==> src/rtl/sdram_ref_pkg.sv <==
package sdram_ref_pkg;

    typedef enum logic [2:0] {
        ST_IDLE,
        ST_ARB,
        ST_PALL,
        ST_TRP_WAIT,
        ST_AREF,
        ST_TRC_WAIT
    } ref_state_e;

    typedef enum logic [1:0] {
        CMD_NOP,
        CMD_PALL,
        CMD_AREF
    } ref_cmd_e;

    typedef struct packed {
        logic cke;
        logic cs_n;
        logic ras_n;
        logic cas_n;
        logic we_n;
        logic a10;
    } sdram_pins_t;

endpackage

==> src/rtl/ref_wait_timer.sv <==
module ref_wait_timer #(
    parameter int W = 8
) (
    input  logic         clk,
    input  logic         rst_n,
    input  logic         load,
    input  logic [W-1:0] load_val,
    output logic         expired
);
    logic [W-1:0] cnt_q;

    always_ff @(posedge clk) begin
        if (!rst_n) begin
            cnt_q <= '0;
        end else if (load) begin
            cnt_q <= load_val;
        end else if (cnt_q != '0) begin
            cnt_q <= cnt_q - 1'b1;
        end
    end

    assign expired = (cnt_q == '0);
endmodule

==> src/rtl/ref_burst_counter.sv <==
module ref_burst_counter #(
    parameter int CNT_W = 3
) (
    input  logic             clk,
    input  logic             rst_n,
    input  logic             load,
    input  logic [CNT_W-1:0] load_val,
    input  logic             dec,
    output logic             none_left
);
    logic [CNT_W-1:0] rem_q;

    always_ff @(posedge clk) begin
        if (!rst_n) begin
            rem_q <= '0;
        end else if (load) begin
            rem_q <= (load_val == '0) ? CNT_W'(1) : load_val;
        end else if (dec && rem_q != '0) begin
            rem_q <= rem_q - 1'b1;
        end
    end

    assign none_left = (rem_q == '0);
endmodule

==> src/rtl/ref_cmd_encoder.sv <==
module ref_cmd_encoder
    import sdram_ref_pkg::*;
(
    input  ref_cmd_e    cmd,
    output sdram_pins_t pins
);
    always_comb begin
        pins = '{cke: 1'b1, cs_n: 1'b0, ras_n: 1'b1, cas_n: 1'b1, we_n: 1'b1, a10: 1'b0};
        unique case (cmd)
            CMD_NOP: ;
            CMD_PALL: begin
                pins.ras_n = 1'b0;
                pins.we_n  = 1'b0;
                pins.a10   = 1'b1;
            end
            CMD_AREF: begin
                pins.ras_n = 1'b0;
                pins.cas_n = 1'b0;
            end
            default: ;
        endcase
    end
endmodule

==> src/rtl/sdram_refresh_seq.sv <==
module sdram_refresh_seq
    import sdram_ref_pkg::*;
#(
    parameter int TRP   = 3,
    parameter int TRC   = 8,
    parameter int CNT_W = 3
) (
    input  logic             clk,
    input  logic             rst_n,
    input  logic             ref_req,
    input  logic [CNT_W-1:0] ref_count,
    input  logic             banks_open,
    input  logic             bus_grant,
    output logic             cke,
    output logic             cs_n,
    output logic             ras_n,
    output logic             cas_n,
    output logic             we_n,
    output logic             a10,
    output logic             busy
);
    localparam int MAXW   = (TRP > TRC) ? TRP : TRC;
    localparam int TMR_W  = $clog2(MAXW + 1);
    localparam int TRP_LD = (TRP > 2) ? TRP - 2 : 0;
    localparam int TRC_LD = (TRC > 2) ? TRC - 2 : 0;

    ref_state_e  state_q, state_d;
    ref_cmd_e    cmd;
    sdram_pins_t pins;
    logic        tmr_load, tmr_expired;
    logic [TMR_W-1:0] tmr_val;
    logic        accept, none_left;

    assign accept = (state_q == ST_IDLE) && ref_req;

    always_comb begin
        tmr_load = 1'b0;
        tmr_val  = '0;
        if (state_q == ST_PALL) begin
            tmr_load = 1'b1;
            tmr_val  = TMR_W'(TRP_LD);
        end else if (state_q == ST_AREF) begin
            tmr_load = 1'b1;
            tmr_val  = TMR_W'(TRC_LD);
        end
    end

    ref_wait_timer #(.W(TMR_W)) u_timer (
        .clk      (clk),
        .rst_n    (rst_n),
        .load     (tmr_load),
        .load_val (tmr_val),
        .expired  (tmr_expired)
    );

    ref_burst_counter #(.CNT_W(CNT_W)) u_burst (
        .clk       (clk),
        .rst_n     (rst_n),
        .load      (accept),
        .load_val  (ref_count),
        .dec       (state_q == ST_AREF),
        .none_left (none_left)
    );

    always_comb begin
        state_d = state_q;
        unique case (state_q)
            ST_IDLE:     if (ref_req) state_d = ST_ARB;
            ST_ARB:      if (bus_grant) state_d = banks_open ? ST_PALL : ST_AREF;
            ST_PALL:     state_d = ST_TRP_WAIT;
            ST_TRP_WAIT: if (tmr_expired) state_d = ST_AREF;
            ST_AREF:     state_d = ST_TRC_WAIT;
            ST_TRC_WAIT: if (tmr_expired) state_d = none_left ? ST_IDLE : ST_AREF;
            default:     state_d = ST_IDLE;
        endcase
    end

    always_ff @(posedge clk) begin
        if (!rst_n) state_q <= ST_IDLE;
        else        state_q <= state_d;
    end

    always_comb begin
        cmd  = CMD_NOP;
        busy = 1'b1;
        unique case (state_q)
            ST_IDLE:     busy = 1'b0;
            ST_ARB:      ;
            ST_PALL:     cmd = CMD_PALL;
            ST_TRP_WAIT: ;
            ST_AREF:     cmd = CMD_AREF;
            ST_TRC_WAIT: ;
            default:     busy = 1'b0;
        endcase
    end

    ref_cmd_encoder u_enc (
        .cmd  (cmd),
        .pins (pins)
    );

    assign cke   = pins.cke;
    assign cs_n  = pins.cs_n;
    assign ras_n = pins.ras_n;
    assign cas_n = pins.cas_n;
    assign we_n  = pins.we_n;
    assign a10   = pins.a10;
endmodule

==> config.mk <==
export PLATFORM = sky130hd
export DESIGN_NAME = sdram_refresh_seq
export DESIGN_NICKNAME = d
export VERILOG_FILES = /design/src/rtl/sdram_ref_pkg.sv /design/src/rtl/ref_wait_timer.sv /design/src/rtl/ref_burst_counter.sv /design/src/rtl/ref_cmd_encoder.sv /design/src/rtl/sdram_refresh_seq.sv
export SDC_FILE = /design/constraint.sdc
export NUM_CORES = 1
export LEC_CHECK = 0
export BUFFER_PORTS_ARGS = -buffer_cell sky130_fd_sc_hd__buf_2
export CORE_MARGIN = 1.5
export CORE_UTILIZATION = 30
export CTS_CLUSTER_DIAMETER = 100
export CTS_CLUSTER_SIZE = 12
export DETAILED_ROUTE_END_ITERATION = 16
export HOLD_SLACK_MARGIN = 0.08
export PLACE_DENSITY = 0.59
export SLEW_MARGIN = 5
export SYNTH_ARGS = -nofsm -noshare
export SYNTH_HDL_FRONTEND = slang
export SYNTH_SLANG_ARGS = --single-unit
==> constraint.sdc <==
create_clock -name clk -period 1.7 [get_ports clk]
set_clock_uncertainty 0.15 [all_clocks]
set_input_delay 0.51 -clock clk [delete_from_list [all_inputs] [get_ports clk]]
set_output_delay 0.51 -clock clk [all_outputs]
set_load 0.01 [all_outputs]
======== Word level (Yosys, flattened, before mapping) ========
Index checks and enable logic that the tools add are counted.
cells by class
  muxes and demuxes ....................... 21
  equality and inequality tests ........... 11
  add/subtract/negate cells ............... 2
  reductions and logical operators ........ 13
operators by type and width
  cell                 number
  $mux 3               11
  $pmux 3 s6           1
  $logic_not 3->1      3
  $mux 4               2
  $ne 2x2->1 const B   4
  $eq 3x2->1 const B   2
  $eq 3x3->1 const B   2
  $mux 1               5
  $reduce_or 5->1      1
  $logic_not 4->1      1
  $pmux 2 s2           1
  $reduce_and 4->1     1
  $reduce_bool 2->1    2
  $reduce_bool 4->1    1
  $sub 4x1->4 const B  1
  $eq 3x1->1 const B   1
  $reduce_bool 3->1    1
  $sub 3x1->3 const B  1
  $eq 2x1->1 const B   1
  $eq 2x2->1 const B   1
  $logic_and 1x1->1    2
  $mux 2               1
  $reduce_or 2->1      1
storage, ports and cells
  register bits after elaboration ......... 10
  logic and storage cells ................. 50

======== Longest topological paths before layout ========
Gate-level depths: netlist (run 1).
  word-level depth ........................ 5
  depth in mapped cells ................... 7
  mapped depth without buffers ............ 7

======== By module ========
A second synthesis (run 1) with hierarchy kept.
second synthesis, totals
  cells, all modules ...................... 95
  area, all modules ....................... 800.8 sq um
modules (own cells, without submodules)
  module             area an instance (sq um)  sequential area each (sq um)  instances  cells an instance
  sdram_refresh_seq  304.0                     60.1                          1          39
  ref_wait_timer     230.2                     80.1                          1          23
  ref_burst_counter  191.4                     60.1                          1          22
  ref_cmd_encoder    75.1                      0.0                           1          11

======== Worst setup path after synthesis (run 1) ========
OpenSTA, ideal clock, no wires.
  path type ............................... flip-flop to flip-flop
  start point ............................. reg u_timer.cnt_q[0]
  end point ............................... reg state_q[2]
  slack ................................... -0.003 ns
  period minus slack after synthesis ...... 1.703 ns
  arrival ................................. 1.437 ns
  cell stages (with the launch flop) ...... 7
  path through ............................ dfxtp_1 > inv_1 > ha_1 > or3b_4 > a32oi_4 > o211ai_1 > o211a_1
between the ends
  longest elaborated chain between the ends .. 3
  elaborated cells between the ends (all ways) .. 4
ends and longest elaborated chain
  element                                RTL line                 RTL
  start, declared                        ref_wait_timer.sv:10     logic [W-1:0] cnt_q;
  start signal, assigned                 ref_wait_timer.sv:16     cnt_q <= load_val;
  start signal, assigned                 ref_wait_timer.sv:18     cnt_q <= cnt_q - 1'b1;
  $logic_not 4->1 (*)                    ref_wait_timer.sv:22     assign expired = (cnt_q == '0);
  $ne 2x2->1 (no source line)            --
  $reduce_and 4->1 (no source line) (*)  --
  end signal, assigned                   sdram_refresh_seq.sv:80  else state_q <= state_d;
  end, declared                          sdram_refresh_seq.sv:27  ref_state_e state_q, state_d;
Every way passes the cells marked *; elsewhere a longest branch is shown, timed or not.
A chain may end at the register's enable or synchronous reset.

======== Worst setup path in the final report (run 1) ========
  start point ............................. reg state_q[1]
  end point ............................... out ras_n
between the ends
  longest elaborated chain between the ends .. 5
  elaborated cells between the ends (all ways) .. 7
ends and longest elaborated chain
  element                                   RTL line                 RTL
  $eq 3x3->1 or $eq 3x2->1 (tied branches)  sdram_refresh_seq.sv:86  unique case (state_q)
  $pmux 2 s2 (*)                            sdram_refresh_seq.sv:86
  $eq 2x1->1 or $eq 2x2->1 (tied branches)  ref_cmd_encoder.sv:9     unique case (cmd)
  $reduce_or 2->1 (no source line) (*)      --
  $mux 1 (*)                                ref_cmd_encoder.sv:9
  end, declared                             sdram_refresh_seq.sv:16  output logic ras_n,
Marked as above.

==> flow_summary.json, run 1 <==
{
  "status": "finished, violations left",
  "violations": "setup timing",
  "min_path_type": "in -> reg",
  "area_delta_synth_final_pct": 38.19,
  "die_height_um": 51.46,
  "ios": 15,
  "period_needed_ns": 1.731,
  "slew_violations": 0,
  "comb_power_share": 0.619,
  "diodes": 0,
  "fin_crit_sh": 1.018,
  "place_ws_ns": 0.01131,
  "fin_tns_setup_ns": -0.03300,
  "fin_util": 0.4400,
  "synth_area_um2": 704.4,
  "seq_power_share": 0.255,
  "synthTopCellsByArea": "dfxtp_1, ha_1, inv_1",
  "switching_power_mw": 0.7066,
  "num_rows": 17,
  "die_w_um": 51.46,
  "max-cap-violations": 0,
  "p_int_mw": 1.071,
  "first_pass_iters": 4,
  "netlist_instances": 89,
  "post-synth-top-area-cell": "dfxtp_1",
  "cp.arrival_ns": 1.07,
  "fp.dieArea_um2": 2648,
  "grt_usage": 0.1350,
  "insertion_delay_ns": 0.27,
  "worst_slack_ns": -0.03099,
  "via_per_inst": 4.874,
  "max_freq_ghz": 0.5777,
  "vdd_ir_drop_max_mv": 0.7248,
  "rsz0062_at_grt": "yes",
  "io_buffer_count": 12,
  "fp.coreArea_um2": 2212,
  "htreeDepth": 1,
  "path_class": "reg -> out",
  "critical_path.max_stage_delay_ns": 0.41,
  "globalplace.congestion": 0.7825,
  "synth-seq-cells": 10,
  "cts_sinks": 10,
  "nFillCells": 236,
  "first_global_vias": 649,
  "crit_fanout": 7,
  "cts-root-buf": "clkbuf_4",
  "yosysMostFrequentCell": "dfxtp_1",
  "crit_chain": "xor2_2, nand2b_1, buf_2",
  "synth.distinct_cells": 35,
  "yosysTopAreaCellShare": 0.2842,
  "synth.avg_cell_area_um2": 7.915,
  "ys_warn_count": 0,
  "synth_common_cells": "dfxtp_1, inv_1, nand2_1",
  "end_kind": "output pin",
  "drc": 0,
  "seq_area_frac_synth": 0.2842,
  "totalPowerFinal_mw": 1.778,
  "p_leak_nw": 0.4270,
  "setup_viol": 2,
  "drtIter0Drc": 8,
  "grt.overflow.total": 0,
  "placed_area_um2": 825.8,
  "clkTransAtPathRegs_ns": 0.07,
  "pwr-share-clk": 0.126,
  "clk_path_buf_depth": 2,
  "antenna_found_initial": 0,
  "cts_tree": "yes",
  "synth-main-ff-cell": "dfxtp_1",
  "cts_buffers": 3,
  "vias": 697,
  "wl_um": 1581,
  "synth_nets": 100,
  "synth_enable_flop_cells": 0,
  "grt_pass1_wl_um": 2615,
  "grt_max_degree": 12,
  "nets": 127,
  "drive_gt1_frac": 0.4348,
  "cpMaxStageDelayCell": "dfxtp_4",
  "async_flop_share": 0,
  "critical_path_required_ns": 1.04,
  "wl_per_cell_um": 11.06,
  "hold_viol_final": 0,
  "hold_buffers": 0,
  "initial_core_util": 0.3184,
  "start_kind": "flip-flop",
  "power_density_nw_per_um2": 1826,
  "ant_nets": 0,
  "place_hpwl_um": 1146,
  "final_cell_area_um2": 973.4,
  "switching_share": 0.3974
}
power by group through the flow:
| stage | Clock [mW] | Combinational (mW) | Sequential, mW |
|---|---|---|---|
| after floorplan | 0 | 0.668 | 0.392 |
| after global placement | 0 | 0.917 | 0.422 |
| after detailed placement | 0 | 0.935 | 0.427 |
| after CTS | 0.227 | 1.03 | 0.450 |
| after global routing | 0.232 | 1.24 | 0.464 |
| final | 0.224 | 1.10 | 0.453 |
path summary, 6_finish.rpt:
kind / startpoint / cells after the start / slack [ns] / endpoint
setup / recovery: state_q[1]$_SDFFE_PN0P_ / 3 / -0.03 / ras_n
hold / removal: ref_count[0] / 3 / 0.35 / u_burst.rem_q[0]$_SDFFE_PN0P_
setup reg to reg: u_timer.cnt_q[1]$_SDFFE_PN0P_ / 6 / 0.06 / state_q[2]$_SDFFE_PN0P_
hold reg to reg: u_burst.rem_q[0]$_SDFFE_PN0P_ / 2 / 0.42 / u_burst.rem_q[0]$_SDFFE_PN0P_
what timing repair did:
action,CTS,global route
buffers inserted,4,4
pin swaps,4,3
resized for setup,16,4
endpoints found under the setup margin,6,9
hold endpoints to repair,0,0
cells in the final DEF (no fill, tap or decap), types with 2 or more instances in the layout:
cell	count
clkbuf_4	3
nand2_1	6
nor2_1	4
nand2b_1	4
xnor2_1	2
nor2b_1	2
o21ai_0	3
dfxtp_2	2
dfxtp_4	3
a32oi_1	2
conb_1	2
o211ai_1	2
buf_2	12
nand3_1	2
nand2_2	2
a21oi_1	5
nor2_2	2
a21boi_0	4
ha_1	2
inv_2	2
inv_1	7
dfxtp_1	5
buf_4	16
cells by family after synthesis:
kind of cell	count (synthesis)	synth area share
compound gates	25	0.2753
xor+xnor	3	0.03731
fa+ha+maj	3	0.05329
buf+inv	15	0.09589
flops	10	0.2842
mux	1	0.01421
other cells	2	0.01066
simple gates	30	0.2291
layer usage:
layer,wire length (um),share of wire,up-vias,global-route usage
li1,-,-,356,-
met1,708,0.45,319,0.1525
met2,772,0.49,17,0.2308
met3,60,0.038,5,0.02047
met4,40,0.025,0,0.09211
met5,0,0,-,0
area by class of cell:
cell class	count	area (um^2)	area share
multi-input combinational	64	474.2	0.4871
sequential	10	214.0	0.2198
timing repair buffer	28	180.2	0.1851
clock buffer	4	36.28	0.03728
tap	28	35.03	0.03599
inverter	9	33.78	0.03470
worst max-delay path, delay by kind of cell, from the launching register on:
kind | cells | cell delay (ns)
DFF | 1 | 0.41
buffers and inverters | 1 | 0.14
xor gates and xnor gates | 1 | 0.16
and+or+nand+nor | 1 | 0.09
per-stage QoR:
stage          hold WS (ns)  std cells
5_1_grt              0.4049        143
4_1_cts              0.3524        139
3_5_place_dp         0.4028        131
2_1_floorplan        0.3766         89
6_report             0.3543        143
3_3_place_gp         0.3959        131
registers in the layout (all words and copies together) (netlist names):
name	flops
state_q	3
u_burst.rem_q	3
u_timer.cnt_q	4
Power figures use the tool's default switching activity.
==> run 2: changes to the inputs <==
--- a/config.mk
+++ b/config.mk
@@ -12,7 +12,7 @@
 export CTS_CLUSTER_SIZE = 12
 export DETAILED_ROUTE_END_ITERATION = 16
 export HOLD_SLACK_MARGIN = 0.08
-export PLACE_DENSITY = 0.59
+export PLACE_DENSITY = 0.57
 export SLEW_MARGIN = 5
 export SYNTH_ARGS = -nofsm -noshare
 export SYNTH_HDL_FRONTEND = slang
==> constraint.sdc (replaced) <==
create_clock -name clk -period 2.05 [get_ports clk]
set_clock_uncertainty 0.15 [all_clocks]
set_input_delay 0.615 -clock clk [delete_from_list [all_inputs] [get_ports clk]]
set_output_delay 0.615 -clock clk [all_outputs]
set_load 0.01 [all_outputs]
==> run 2 against run 1 <==
The flow now finishes without violations. First-iteration DRC count shrank 25%. Flip-flop and latch count did not move. Global-route usage grew 0.69 points. Utilization fell by 6.7 points. Register-to-register slack improved by 0.17 ns. Cell area fell by 15%. Critical path type unchanged. Largest cell class unchanged. Highest routed layer unchanged.
==> flow_summary.json, run 2 (synthesized netlist as in run 1, its figures left out) <==
{
  "drc": 0,
  "globalplace.congestion": 0.7088,
  "ios": 15,
  "insertion_delay_ns": 0.26,
  "die_height_um": 51.46,
  "whs_path_depth": 2,
  "antenna_found_initial": 0,
  "grt_usage": 0.1419,
  "final_common_cell": "buf_2",
  "nets": 115,
  "cts_tree": "yes",
  "die_w_um": 51.46,
  "cp.arrival_ns": 1.19,
  "grt.overflow.total": 0,
  "drtIter0Drc": 6,
  "worst_slack_ns": 0.09870,
  "use_met1": 0.1690,
  "rsz0062_at_grt": "no",
  "vias": 658,
  "io_buffer_count": 12,
  "htreeDepth": 1,
  "end_kind": "output pin",
  "largest_registers": "u_timer.cnt_q x4, state_q x3, u_burst.rem_q x3",
  "wl_per_cell_um": 11.79,
  "cts_sinks": 10,
  "crit_chain": "xor2_2, nand2b_1, buf_2",
  "diodes": 0,
  "max_freq_ghz": 0.5125,
  "grt_use_met3": 0.05263,
  "first_global_vias": 656,
  "num_rows": 17,
  "place_hpwl_um": 1173,
  "critical_path_required_ns": 1.28,
  "timing.rr.start": "u_timer.cnt_q[0]$_SDFFE_PN0P_",
  "cts-root-buf": "clkbuf_4",
  "setup_viol": 0,
  "cp-startpoint": "state_q[1]$_SDFFE_PN0P_",
  "fp.coreArea_um2": 2212,
  "grt-busiest-layer": "met2",
  "drive_gt1_frac": 0.2255,
  "period_needed_ns": 1.951,
  "vdd_ir_drop_max_mv": 0.5679,
  "final_cells": 130,
  "critical_path.max_stage_delay_ns": 0.46,
  "top_register": "u_timer.cnt_q",
  "clkTransAtPathRegs_ns": 0.07,
  "place_ws_ns": 0.2334,
  "placed_area_um2": 795.8,
  "hold_viol_final": 0,
  "grt_pass1_wl_um": 2760,
  "via_per_inst": 5.062,
  "ant_nets": 0,
  "crit_fanout": 6,
  "clk_path_buf_depth": 2,
  "fin_crit_sh": 0.9519,
  "p_leak_nw": 0.3538,
  "min_from": "u_burst.rem_q[2]$_SDFFE_PN0P_",
  "place_inst": 127,
  "worstRegToRegCells": 6,
  "first_pass_iters": 4,
  "cts_setup_buffers": 0,
  "max-cap-violations": 0,
  "cts_buffers": 3,
  "start_kind": "flip-flop",
  "initial_core_util": 0.3184,
  "min_path_type": "reg -> reg",
  "area_delta_synth_final_pct": 17.23,
  "final_cell_area_um2": 825.8,
  "largest_reg_flops": 4,
  "wl_um": 1533,
  "cpMaxStageDelayCell": "dfxtp_1",
  "power_density_nw_per_um2": 1460,
  "layout_common_cells": "buf_2, dfxtp_1, inv_1",
  "grt_max_degree": 12,
  "status": "finished clean",
  "fin_tns_setup_ns": 0,
  "fp.dieArea_um2": 2648,
  "grtUsageMet2": 0.2308,
  "slew_violations": 0,
  "path_class": "reg -> out",
  "totalPowerFinal_mw": 1.206
}
run 2: cell types whose count changed in the layout (fill, tap and decap cells not counted), sizes merged:
cell	change
clkbuf	-1
buf	-12
run 2: report_power, final:
part | internal [mW] | switching (mW) | leakage (nW)
combinational | 0.345 | 0.381 | 0.257
clock | 0.0679 | 0.0706 | 0.0138
sequential | 0.267 | 0.0746 | 0.0826
run 2: metal layers:
| layer | share of wire | routed length (um) | vias up |
|---|---|---|---|
| met3 | 0.050 | 77 | 2 |
| met2 | 0.47 | 723 | 20 |
| met4 | 0.0065 | 10 | 0 |
| li1 | - | - | 328 |
| met1 | 0.47 | 721 | 308 |
| met5 | 0 | 0 | - |
run 2: final timing paths:
path	to	slack [ns]
worst max-delay path	ras_n	0.1
worst min-delay path	u_burst.rem_q[2]$_SDFFE_PN0P_	0.42
worst max register to register	state_q[2]$_SDFFE_PN0P_	0.23
worst min register to register	u_burst.rem_q[2]$_SDFFE_PN0P_	0.42
run 2: timing repair:
action	CTS	global route
gates resized for setup	0	1
hold buffers	0	0
setup endpoints to repair	0	1
run 2: final cells by class:
type / instances / area, um^2
repair buffers: 16 / 90.09
multi-input cells: 64 / 444.2
flip-flops and latches: 10 / 200.2
well taps: 28 / 35.03
clock buffers: 3 / 22.52
inverters: 9 / 33.78
fillers: 244 / 1386
run 2: per-stage QoR:
step	util	hold WS [ns]
2_1_floorplan	-	0.3766
3_3_place_gp	0.3597	0.3980
3_5_place_dp	0.3597	0.4074
4_1_cts	0.3699	0.4256
5_1_grt	0.3733	0.4799
6_report	0.3733	0.4176
run 2: critical path, delay by kind of cell (launching register included):
family	cells	cell delay [ns]
flops	1	0.46
buf+inv	1	0.15
simple gates	1	0.10
xor+xnor	1	0.22
==> run 3: changes to the inputs <==
==> constraint.sdc (replaced) <==
create_clock -name clk -period 2.1 [get_ports clk]
set_clock_uncertainty 0.15 [all_clocks]
set_input_delay 0.63 -clock clk [delete_from_list [all_inputs] [get_ports clk]]
set_output_delay 0.63 -clock clk [all_outputs]
set_load 0.01 [all_outputs]
==> run 3 against run 2 <==
Final cell count increased by 0.77%. Utilization increased by 0.62 points. Critical path type unchanged. Cell area increased by 1.7%. Global-route usage fell by 0.89 points. Flip-flop and latch count is the same. Setup slack improved by 0.022 ns. Worst hold slack lost 0.0049 ns. Non-clock buffer count unchanged. Routed wire length increased by 3.1%. Sequential power shrank 3%. Via count is 0.46% higher.
==> flow_summary.json, run 3 (synthesized netlist as in run 1, its figures left out) <==
{
  "status": "finished clean",
  "ant_nets": 0,
  "whs_ns": 0.4127,
  "final_common_cell": "buf_2",
  "cts_tree": "yes",
  "nFillCells": 236,
  "switching_share": 0.4281,
  "ios": 15,
  "wl_per_cell_um": 12.07,
  "slew_violations": 0,
  "grt_usage": 0.1330,
  "fin_tns_setup_ns": 0,
  "layout_common_cells": "buf_2, dfxtp_1, inv_1",
  "drc": 0,
  "wl_um": 1581,
  "clkTransAtPathRegs_ns": 0.07,
  "fp.dieArea_um2": 2648,
  "diodes": 0,
  "worstRegToRegCells": 6,
  "rrSetupSlack_ns": 0.26,
  "start_kind": "flip-flop",
  "largest_registers": "u_timer.cnt_q x4, state_q x3, u_burst.rem_q x3",
  "num_rows": 17,
  "max_freq_ghz": 0.5052,
  "timing.rr.start": "u_timer.cnt_q[0]$_SDFFE_PN0P_",
  "nets": 115,
  "comb_power_share": 0.586,
  "cts_sinks": 10,
  "cp-startpoint": "state_q[1]$_SDFFE_PN0P_",
  "p_leak_nw": 0.3610,
  "cts-root-buf": "clkbuf_4",
  "grt_pass1_wl_um": 2566,
  "hold_buffers": 0,
  "io_buffer_count": 12,
  "initial_core_util": 0.3184,
  "globalplace.congestion": 0.7022,
  "drive_gt1_frac": 0.2330,
  "largest_reg_flops": 4,
  "drtIter0Drc": 5,
  "vdd_ir_drop_max_mv": 0.6352,
  "min_path_type": "reg -> reg",
  "die_w_um": 51.46,
  "fp.coreArea_um2": 2212,
  "crit_path_end": "ras_n",
  "first_global_vias": 626,
  "cts_buffers": 3,
  "via_per_inst": 5.046,
  "grt.overflow.total": 0,
  "rsz0062_at_grt": "no",
  "max-cap-violations": 0,
  "end_kind": "output pin",
  "setup_viol": 0,
  "switching_power_mw": 0.5283,
  "period_needed_ns": 1.979,
  "pwr-share-clk": 0.145,
  "cp.arrival_ns": 1.20,
  "place_hpwl_um": 1233,
  "seq_power_share": 0.269,
  "hold_viol_final": 0,
  "top_register": "u_timer.cnt_q",
  "area_delta_synth_final_pct": 19.18,
  "die_height_um": 51.46,
  "rr_endpoint": "state_q[2]$_SDFFE_PN0P_",
  "critical_path_required_ns": 1.32,
  "clk_path_buf_depth": 2,
  "power_density_nw_per_um2": 1470,
  "path_class": "reg -> out",
  "antenna_found_initial": 0,
  "first_pass_iters": 4,
  "htreeDepth": 1,
  "final_cell_area_um2": 839.6,
  "vias": 661,
  "insertion_delay_ns": 0.27,
  "grt_max_degree": 12,
  "fin_crit_sh": 0.9425,
  "placed_area_um2": 795.8,
  "crit_fanout": 6,
  "p_int_mw": 0.7057
}
[run 3: cell count changes in the layout (fill, tap and decap cells not counted)]
cell      previous run  this run
clkbuf_8             0         1
[run 3: stage by stage]
stage            util  power, mW  std cells  worst slack (ns)
5_1_grt        0.3795      1.346        131           0.04513
3_3_place_gp   0.3597      1.024        127            0.3128
3_5_place_dp   0.3597      1.053        127            0.2749
2_1_floorplan       -     0.8570         89            0.3971
4_1_cts        0.3761      1.238        131           0.04421
6_report       0.3795      1.234        131            0.1208
[run 3: area by class of cell]
class,count,area [um^2],area share
Sequential cell,10,200.2,0.2385
Timing Repair Buffer,16,90.09,0.1073
Clock buffer,4,36.28,0.04322
Tap cell,28,35.03,0.04173
Inverter,9,33.78,0.04024
Multi-Input combinational cell,64,444.2,0.5291
[run 3: power groups by stage]
stage	sequential, mW	combinational [mW]	clock, mW
global route	0.342	0.809	0.196
floorplan	0.317	0.540	0
finish	0.332	0.723	0.180
detailed placement	0.331	0.722	0
CTS	0.326	0.726	0.186
global placement	0.328	0.697	0
[run 3: how the worst min path moves through the flow]
stage                                                to  cells after the start  slack, ns                          start
after floorplan           u_burst.rem_q[1]$_SDFFE_PN0P_                      2       0.38  u_burst.rem_q[1]$_SDFFE_PN0P_
after global placement    u_burst.rem_q[0]$_SDFFE_PN0P_                      2       0.40  u_burst.rem_q[0]$_SDFFE_PN0P_
after detailed placement  u_burst.rem_q[0]$_SDFFE_PN0P_                      2       0.40  u_burst.rem_q[0]$_SDFFE_PN0P_
after CTS                 u_burst.rem_q[0]$_SDFFE_PN0P_                      2       0.42  u_burst.rem_q[0]$_SDFFE_PN0P_
after global routing      u_burst.rem_q[2]$_SDFFE_PN0P_                      2       0.47  u_burst.rem_q[2]$_SDFFE_PN0P_
final                     u_burst.rem_q[0]$_SDFFE_PN0P_                      2       0.41  u_burst.rem_q[0]$_SDFFE_PN0P_
[run 3: per-layer routing]
metal / routed length, um / global-route usage
met1: 724 / 0.1431
met2: 766 / 0.2372
met3: 78 / 0.04386
met4: 10 / 0.05263
met5: 0 / 0
[run 3: timing repair]
item | CTS | global route
buffers inserted | 0 | 0
gates resized for setup | 0 | 1
setup endpoints to repair | 0 | 1
[run 3: worst max-delay path, cell delays in order (launching register included)]
cell and delay [ns]:
dfxtp_1 0.47, xor2_2 0.22, nand2b_1 0.09, buf_2 0.14
